===== src/rtl/htr_pkg.sv =====
package htr_pkg;
  localparam int ADC_W  = 10;
  localparam int DAC_W  = 10;
  localparam int RES_W  = 16;
  localparam int TMP_W  = 16;
  localparam int GAIN_W = 8;
  localparam int DIV_W  = 32;
  localparam int PER_W  = 16;
  localparam int PROD_W = TMP_W + GAIN_W + 3;

  typedef enum logic [2:0] {
    ST_IDLE, ST_REQ_V, ST_WAIT_V, ST_REQ_I, ST_WAIT_I, ST_DIV_R, ST_DIV_T, ST_UPDATE
  } htr_state_e;

  // keep a value inside [lo, hi]
  function automatic logic [RES_W-1:0] clamp_range(input logic [RES_W-1:0] x,
                                                   input logic [RES_W-1:0] lo,
                                                   input logic [RES_W-1:0] hi);
    if (x < lo) return lo;
    if (x > hi) return hi;
    return x;
  endfunction

  // divider quotient saturated to the resistance width
  function automatic logic [RES_W-1:0] sat_quot(input logic [DIV_W-1:0] q);
    if (q > DIV_W'({RES_W{1'b1}})) return '1;
    return q[RES_W-1:0];
  endfunction

  // reference temperature plus or minus the scaled deviation, saturated to signed TMP_W
  function automatic logic signed [TMP_W-1:0] temp_from_mag(input logic neg,
                                                            input logic [DIV_W-1:0] mag,
                                                            input logic signed [TMP_W-1:0] tref);
    logic signed [DIV_W+1:0] m;
    logic signed [DIV_W+1:0] s;
    m = $signed({2'b00, mag});
    s = neg ? (DIV_W+2)'(tref) - m : (DIV_W+2)'(tref) + m;
    if (s > (DIV_W+2)'(32767)) return 16'sh7FFF;
    if (s < (DIV_W+2)'(-32768)) return 16'sh8000;
    return $signed(s[TMP_W-1:0]);
  endfunction

  // proportional drive with hold offset, zero at or above setpoint, saturated
  function automatic logic [DAC_W-1:0] dac_law(input logic signed [TMP_W-1:0] temp,
                                               input logic [RES_W-1:0] sp,
                                               input logic [GAIN_W-1:0] gain,
                                               input logic [DAC_W-1:0] hold);
    logic signed [TMP_W+1:0] err;
    logic [PROD_W-1:0] prod;
    err = $signed({2'b00, sp}) - (TMP_W+2)'(temp);
    if (err <= 0) return '0;
    prod = PROD_W'(err[TMP_W:0]) * PROD_W'(gain) + PROD_W'(hold);
    if (prod > PROD_W'({DAC_W{1'b1}})) return '1;
    return prod[DAC_W-1:0];
  endfunction
endpackage


===== src/rtl/htr_divider.sv =====
module htr_divider #(
  parameter int W = htr_pkg::DIV_W
) (
  input  logic         clk,
  input  logic         rst_n,
  input  logic         start,
  input  logic [W-1:0] num,
  input  logic [W-1:0] den,
  output logic         done,
  output logic [W-1:0] quot
);
  localparam int CW = $clog2(W + 1);

  logic [W:0]    rem;
  logic [W-1:0]  q;
  logic [W-1:0]  d;
  logic [CW-1:0] cnt;
  logic          busy;
  logic [W:0]    shifted;
  logic          fits;

  assign shifted = {rem[W-1:0], q[W-1]};
  assign fits    = shifted >= {1'b0, d};
  assign quot    = q;

  // restoring division: one quotient bit per clock, W clocks per result
  always_ff @(posedge clk or negedge rst_n) begin
    if (!rst_n) begin
      rem  <= '0;
      q    <= '0;
      d    <= '0;
      cnt  <= '0;
      busy <= 1'b0;
      done <= 1'b0;
    end else begin
      done <= 1'b0;
      if (start) begin
        rem  <= '0;
        q    <= num;
        d    <= den;
        cnt  <= CW'(W);
        busy <= 1'b1;
      end else if (busy) begin
        rem <= fits ? shifted - {1'b0, d} : shifted;
        q   <= {q[W-2:0], fits};
        cnt <= cnt - 1'b1;
        if (cnt == CW'(1)) begin
          busy <= 1'b0;
          done <= 1'b1;
        end
      end
    end
  end
endmodule


===== src/rtl/htr_tick.sv =====
module htr_tick #(
  parameter int PW = htr_pkg::PER_W
) (
  input  logic          clk,
  input  logic          rst_n,
  input  logic [PW-1:0] period,
  output logic          tick
);
  logic [PW-1:0] cnt;

  always_ff @(posedge clk or negedge rst_n) begin
    if (!rst_n) begin
      cnt  <= '0;
      tick <= 1'b0;
    end else if (cnt >= period) begin
      cnt  <= '0;
      tick <= 1'b1;
    end else begin
      cnt  <= cnt + 1'b1;
      tick <= 1'b0;
    end
  end
endmodule


===== src/rtl/htr_calib.sv =====
module htr_calib
  import htr_pkg::*;
#(
  parameter int R_DEF  = 2500,
  parameter int R_MIN  = 100,
  parameter int R_MAX  = 3000,
  parameter int SP_DEF = 250,
  parameter int SP_MIN = 200,
  parameter int SP_MAX = 500
) (
  input  logic             clk,
  input  logic             rst_n,
  input  logic             cal_mode,
  input  logic             res_we,
  input  logic [RES_W-1:0] res_val,
  input  logic             sp_we,
  input  logic [RES_W-1:0] sp_val,
  output logic [RES_W-1:0] rref_sh,
  output logic [RES_W-1:0] sp_sh,
  output logic             range_limited
);
  always_ff @(posedge clk or negedge rst_n) begin
    if (!rst_n) begin
      rref_sh       <= RES_W'(R_DEF);
      sp_sh         <= RES_W'(SP_DEF);
      range_limited <= 1'b0;
    end else if (cal_mode) begin
      if (res_we) begin
        rref_sh       <= clamp_range(res_val, RES_W'(R_MIN), RES_W'(R_MAX));
        range_limited <= res_val > RES_W'(R_MAX);
      end
      if (sp_we) begin
        sp_sh <= clamp_range(sp_val, RES_W'(SP_MIN), RES_W'(SP_MAX));
      end
    end
  end
endmodule


===== src/rtl/htr_ctrl.sv =====
module htr_ctrl
  import htr_pkg::*;
#(
  parameter int R_DEF   = 2500,
  parameter int SP_DEF  = 250,
  parameter int T_REF   = 200,
  parameter int R_SCALE = 100,
  parameter int TC_NUM  = 5000,
  parameter int TC_DEN  = 3
) (
  input  logic              clk,
  input  logic              rst_n,
  input  logic              tick,
  input  logic              cal_mode,
  input  logic [RES_W-1:0]  rref_sh,
  input  logic [RES_W-1:0]  sp_sh,
  input  logic [GAIN_W-1:0] kp_gain,
  input  logic [DAC_W-1:0]  hold_code,
  output logic              adc_start,
  output logic              adc_sel,
  input  logic              adc_done,
  input  logic [ADC_W-1:0]  adc_data,
  output logic              div_start,
  output logic [DIV_W-1:0]  div_num,
  output logic [DIV_W-1:0]  div_den,
  input  logic              div_done,
  input  logic [DIV_W-1:0]  div_quot,
  output logic [DAC_W-1:0]  dac_code,
  output logic [TMP_W-1:0]  temp_meas,
  output logic              sensor_fault,
  output logic [RES_W-1:0]  sp_act,
  output logic              cyc_start,
  output logic              upd_evt
);
  htr_state_e              state;
  logic [ADC_W-1:0]        v_q;
  logic [RES_W-1:0]        rref_act;
  logic                    t_neg;
  logic signed [TMP_W-1:0] temp_q;
  logic [RES_W-1:0]        r_now;
  logic                    r_below;
  logic [RES_W-1:0]        r_gap;
  logic                    i_zero_evt;
  logic                    i_good_evt;
  logic                    r_done_evt;

  assign temp_meas  = temp_q;
  assign adc_start  = (state == ST_REQ_V || state == ST_REQ_I) && !cal_mode;
  assign adc_sel    = (state == ST_REQ_I || state == ST_WAIT_I);
  assign cyc_start  = (state == ST_IDLE) && tick && !cal_mode;
  assign upd_evt    = (state == ST_UPDATE) && !cal_mode;
  assign i_zero_evt = (state == ST_WAIT_I) && adc_done && (adc_data == '0) && !cal_mode;
  assign i_good_evt = (state == ST_WAIT_I) && adc_done && (adc_data != '0) && !cal_mode;
  assign r_done_evt = (state == ST_DIV_R) && div_done && !cal_mode;

  // resistance just produced by the divider and its distance from the reference
  assign r_now   = sat_quot(div_quot);
  assign r_below = r_now < rref_act;
  assign r_gap   = r_below ? rref_act - r_now : r_now - rref_act;

  always_comb begin
    div_start = 1'b0;
    div_num   = '0;
    div_den   = '0;
    if (i_good_evt) begin
      div_start = 1'b1;
      div_num   = DIV_W'(v_q) * DIV_W'(R_SCALE);
      div_den   = DIV_W'(adc_data);
    end else if (r_done_evt) begin
      div_start = 1'b1;
      div_num   = DIV_W'(r_gap) * DIV_W'(TC_NUM);
      div_den   = DIV_W'(rref_act) * DIV_W'(TC_DEN);
    end
  end

  always_ff @(posedge clk or negedge rst_n) begin
    if (!rst_n) begin
      state        <= ST_IDLE;
      v_q          <= '0;
      rref_act     <= RES_W'(R_DEF);
      sp_act       <= RES_W'(SP_DEF);
      t_neg        <= 1'b0;
      temp_q       <= TMP_W'(T_REF);
      dac_code     <= '0;
      sensor_fault <= 1'b0;
    end else if (cal_mode) begin
      state    <= ST_IDLE;
      dac_code <= '0;
    end else begin
      unique case (state)
        ST_IDLE: if (tick) begin
          rref_act <= rref_sh;
          sp_act   <= sp_sh;
          state    <= ST_REQ_V;
        end
        ST_REQ_V:  state <= ST_WAIT_V;
        ST_WAIT_V: if (adc_done) begin
          v_q   <= adc_data;
          state <= ST_REQ_I;
        end
        ST_REQ_I:  state <= ST_WAIT_I;
        ST_WAIT_I: if (i_zero_evt) begin
          sensor_fault <= 1'b1;
          state        <= ST_IDLE;
        end else if (i_good_evt) begin
          state <= ST_DIV_R;
        end
        ST_DIV_R: if (r_done_evt) begin
          t_neg <= r_below;
          state <= ST_DIV_T;
        end
        ST_DIV_T: if (div_done) begin
          temp_q <= temp_from_mag(t_neg, div_quot, TMP_W'(T_REF));
          state  <= ST_UPDATE;
        end
        ST_UPDATE: begin
          dac_code     <= dac_law(temp_q, sp_act, kp_gain, hold_code);
          sensor_fault <= 1'b0;
          state        <= ST_IDLE;
        end
        default: state <= ST_IDLE;
      endcase
    end
  end
endmodule


===== src/rtl/heater_temp_regulator.sv =====
module heater_temp_regulator
  import htr_pkg::*;
#(
  parameter int R_DEF   = 2500,
  parameter int R_MIN   = 100,
  parameter int R_MAX   = 3000,
  parameter int SP_DEF  = 250,
  parameter int SP_MIN  = 200,
  parameter int SP_MAX  = 500,
  parameter int T_REF   = 200,
  parameter int R_SCALE = 100,
  parameter int TC_NUM  = 5000,
  parameter int TC_DEN  = 3
) (
  input  logic              clk,
  input  logic              rst_n,
  input  logic [PER_W-1:0]  tick_period,
  input  logic              cal_mode,
  input  logic              cal_res_we,
  input  logic [RES_W-1:0]  cal_res_val,
  input  logic              cal_sp_we,
  input  logic [RES_W-1:0]  cal_sp_val,
  input  logic [GAIN_W-1:0] kp_gain,
  input  logic [DAC_W-1:0]  hold_code,
  output logic              adc_start,
  output logic              adc_sel,
  input  logic              adc_done,
  input  logic [ADC_W-1:0]  adc_data,
  output logic [DAC_W-1:0]  dac_code,
  output logic [TMP_W-1:0]  temp_meas,
  output logic              range_limited,
  output logic              sensor_fault
);
  logic             tick;
  logic [RES_W-1:0] rref_sh;
  logic [RES_W-1:0] sp_sh;
  logic [RES_W-1:0] sp_act;
  logic             cyc_start;
  logic             upd_evt;
  logic             div_start;
  logic             div_done;
  logic [DIV_W-1:0] div_num;
  logic [DIV_W-1:0] div_den;
  logic [DIV_W-1:0] div_quot;

  htr_tick #(.PW(PER_W)) tick_i (
    .clk(clk), .rst_n(rst_n), .period(tick_period), .tick(tick)
  );

  htr_calib #(
    .R_DEF(R_DEF), .R_MIN(R_MIN), .R_MAX(R_MAX),
    .SP_DEF(SP_DEF), .SP_MIN(SP_MIN), .SP_MAX(SP_MAX)
  ) calib_i (
    .clk(clk), .rst_n(rst_n), .cal_mode(cal_mode),
    .res_we(cal_res_we), .res_val(cal_res_val),
    .sp_we(cal_sp_we), .sp_val(cal_sp_val),
    .rref_sh(rref_sh), .sp_sh(sp_sh), .range_limited(range_limited)
  );

  htr_ctrl #(
    .R_DEF(R_DEF), .SP_DEF(SP_DEF), .T_REF(T_REF),
    .R_SCALE(R_SCALE), .TC_NUM(TC_NUM), .TC_DEN(TC_DEN)
  ) ctrl_i (
    .clk(clk), .rst_n(rst_n), .tick(tick), .cal_mode(cal_mode),
    .rref_sh(rref_sh), .sp_sh(sp_sh), .kp_gain(kp_gain), .hold_code(hold_code),
    .adc_start(adc_start), .adc_sel(adc_sel), .adc_done(adc_done), .adc_data(adc_data),
    .div_start(div_start), .div_num(div_num), .div_den(div_den),
    .div_done(div_done), .div_quot(div_quot),
    .dac_code(dac_code), .temp_meas(temp_meas), .sensor_fault(sensor_fault),
    .sp_act(sp_act), .cyc_start(cyc_start), .upd_evt(upd_evt)
  );

  htr_divider #(.W(DIV_W)) div_i (
    .clk(clk), .rst_n(rst_n), .start(div_start), .num(div_num), .den(div_den),
    .done(div_done), .quot(div_quot)
  );
endmodule


===== config.mk =====
export PLATFORM = sky130hd
export DESIGN_NAME = heater_temp_regulator
export DESIGN_NICKNAME = d
export VERILOG_FILES = /design/src/rtl/htr_pkg.sv /design/src/rtl/htr_divider.sv /design/src/rtl/htr_tick.sv /design/src/rtl/htr_calib.sv /design/src/rtl/htr_ctrl.sv /design/src/rtl/heater_temp_regulator.sv
export SDC_FILE = /design/constraint.sdc
export NUM_CORES = 1
export LEC_CHECK = 0
export ABC_AREA = 0
export CAP_MARGIN = 5
export CORE_ASPECT_RATIO = 1.75
export CORE_MARGIN = 2
export CORE_UTILIZATION = 35
export CTS_CLUSTER_SIZE = 40
export DETAILED_ROUTE_END_ITERATION = 6
export HOLD_SLACK_MARGIN = 0.1
export SLEW_MARGIN = 20
export SYNTH_ARGS = -nofsm -noshare
export SYNTH_HDL_FRONTEND = slang
export SYNTH_SLANG_ARGS = --single-unit

===== constraint.sdc =====
create_clock -name clk -period 8.4 [get_ports clk]
set_input_delay 2.52 -clock clk [delete_from_list [all_inputs] [get_ports clk]]
set_output_delay 2.52 -clock clk [all_outputs]
set_load 0.05 [all_outputs]

==> results.md <==
- Yosys warning count: 0
- Worst Skew: between 0.02 and 0.025 ns
- Initial core utilization: a little over a third
- Slew HR: 28.23%
- Status: complete, no violations
- Clk_lat worst skew: 0.56 ns
- Total GRT Usage: 20.04%
- Setup crit end kind: flip-flop
- I/O pin cnt: 112
- Setup CP Type: reg2reg
- Nets: approximately 3,400
- Starting DRT DRC Count: 1,027
- Top Metal Used: met4
- GRT overflow: 0
- Max clock buf depth: 3
- Dpl cell area: 0.02673 mm2
- Total vias in the final route: between 15,000 and 20,000
- WL per Instance: 17.99 um
- Final Hold Fails: 0
- Vias in the first global route: 20,730
- Slowest CP cell: or4_4
- Ys async rst share: between 90% and 100%
- Post-synthesis sequential area ratio: 22.96%
- Worst EP required: 8.81 ns
- Cell area after synthesis: 0.02335 mm2
- Wire length on met3: 1.950 mm
- Synth Instances: about 2,700
- WL final: 68.79 mm
- Final setup fails: 0
- Chip height: 345.7 um
- WL met1: 24.31 mm
- Initial antenna violation count: 0
- Setup ws final: 0.2928 ns
- Yosys reg bits: approximately 210
- Final Instance Area: 0.02781 mm2
- Synth-to-Final Area Change: 19.12%
- Share of post-route cells with drive strength above 1: 13.37%
- Max Fclk: about 120 MHz
- CTS clk-pin slew, worst paths: 0.06 ns
- Crit path arrival time: 8.52 ns
- Number of max-cap violations: 0
- Largest stage delay, worst path: 0.56 ns
- Met2 wire length: approximately 40 mm
- Largest net degree at the start of global routing: around 120
- Final Wtd Congestion: 0.9237
- Syn avg cell area: 8.719 um2
- Fin crit share: between 90% and 100%
- Die X: 199.3 um
- # rows: ~130
- Clk sinks: 213
- Syn_nets: 3,170
- CTS tree: done
- ANT nets after route: 0
- CTS Buf Count: 23
- Multi-input logic area: about 0.016 mm2
- Die area: slightly below 0.07 mm2
- CP max FO: 6
- Post-DP HPWL: 56.08 mm
- Distinct cells, synth: 87
- Max Slew Vio Count: 0
- H-tree Lvls: 1
- First-pass GRT wire length: 108.4 mm
- Most frequent cells in the layout: 372 x inv_1, 271 x ha_1, 190 x buf_4
- Primary FF master, synth: dfrtp_1
- Via density: 5.216
- Worst Max-Slew Pin Slew: between 1 and 1.5 ns
- Crit path launch type: flip-flop
- Core ar.: 0.06616 mm2
- CTS root buf: clkbuf_16
- Tmin final: about 8.1 ns
- Min-delay worst type: reg2reg
- Commonest non-fill, non-tap cell in the layout: inv_1
- DP Worst Slack: -0.1318 ns
- Fill count: 6,682
- FF/Latch Area: 0.005363 mm2
- First drt pass iteration count: 6
- Drt drc: 0
- Input/output buffers: 111
- Post-synth EDFFs: 0
-- path summary, 6_finish.rpt --
kind                                       to  slack (ns)  depth (start not counted)               start
setup / recovery               div_i.quot[28]        0.29                         33      div_i.quot[22]
hold / removal             calib_i.rref_sh[8]        0.48                          2  calib_i.rref_sh[8]
setup reg to reg               div_i.quot[28]        0.29                         33      div_i.quot[22]
hold reg to reg            calib_i.rref_sh[8]        0.48                          2  calib_i.rref_sh[8]
max in group asynchronous          div_i.busy        5.24                          2               rst_n
min in group asynchronous      div_i.quot[28]        1.95                          1               rst_n
-- sequential cells by signal (all words and copies together) (netlist names), 16 cells and up --
register and cells:
tick_i.cnt 16, calib_i.sp_sh 16, ctrl_i.rref_act 16, ctrl_i.sp_act 16, calib_i.rref_sh 16, ctrl_i.temp_meas 16
div_i.quot 32, div_i.rem 32, div_i.d 18
-- worst max-delay path: cells and delay by family (launching register included) --
kind	cells	cell delay [ns]
xor+xnor	1	0.21
simple gates	7	1.49
buf+inv	6	0.73
mux	2	0.50
flops	1	0.37
fa+ha+maj	7	2.52
compound gates	10	2.16
-- layer usage --
metal  vias up  GRT usage, %
li1       9643             -
met1      9692         19.84
met2       434         40.56
met3       173         1.502
met4         0         9.747
met5         -             0
-- final cells by class --
type                    count  area share (%)
well taps                 889           3.999
inverters                 375           5.065
flip-flops and latches    213           19.28
clock inverters            14          0.6883
repair buffers            307           9.555
clock buffers              28           2.281
diodes                      1        0.008997
multi-input cells        1996           59.12
-- cell usage after synthesis, types with 45 or more instances --
cell / count / area [um2]
a21o_1: 45 / 337.8
a21oi_1: 169 / 845.8
and2_1: 95 / 594.3
clkbuf_1: 75 / 281.5
dfrtp_1: 188 / 4705
fa_1: 137 / 2743
ha_1: 273 / 3416
inv_1: 373 / 1400
mux2_2: 47 / 529.3
nand2_1: 146 / 548.0
nand3_1: 54 / 270.3
nor2_1: 172 / 645.6
nor2b_1: 47 / 294.0
o21ai_0: 131 / 655.6
xnor2_1: 100 / 875.8
xor2_1: 64 / 560.5
-- through the flow --
step | utilization, % | setup TNS (ns) | hold slack [ns] | std cells
after floorplan | - | 0 | 0.4460 | 2678
after global placement | 40.40 | -1.584 | 0.4602 | 3775
after detailed placement | 40.40 | -1.126 | 0.4683 | 3775
after CTS | 41.69 | 0 | 0.4830 | 3817
after global routing | 42.04 | -0.2118 | 0.5032 | 3822
final | 42.04 | 0 | 0.4782 | 3823
-- logic make-up after synthesis --
logic type,count (synthesis),share of synthesized area (%)
flops,213,22.96
xor+xnor,164,6.152
buf+inv,469,7.689
fa+ha+maj,410,26.37
mux,83,3.810
compound gates,618,17.15
simple gates,721,15.87
-- timing repair --
action	in CTS	in global routing
gates resized for setup	4	39
hold endpoints to repair	0	0
setup buffers	0	5
hold buffers	0	0
pin swaps	1	10
gates cloned	0	0
endpoints found under the setup margin	4	11
Power is left out: the tool's default activity adds up to more than one toggle a clock period on the data nets, which glitch-free logic cannot reach.
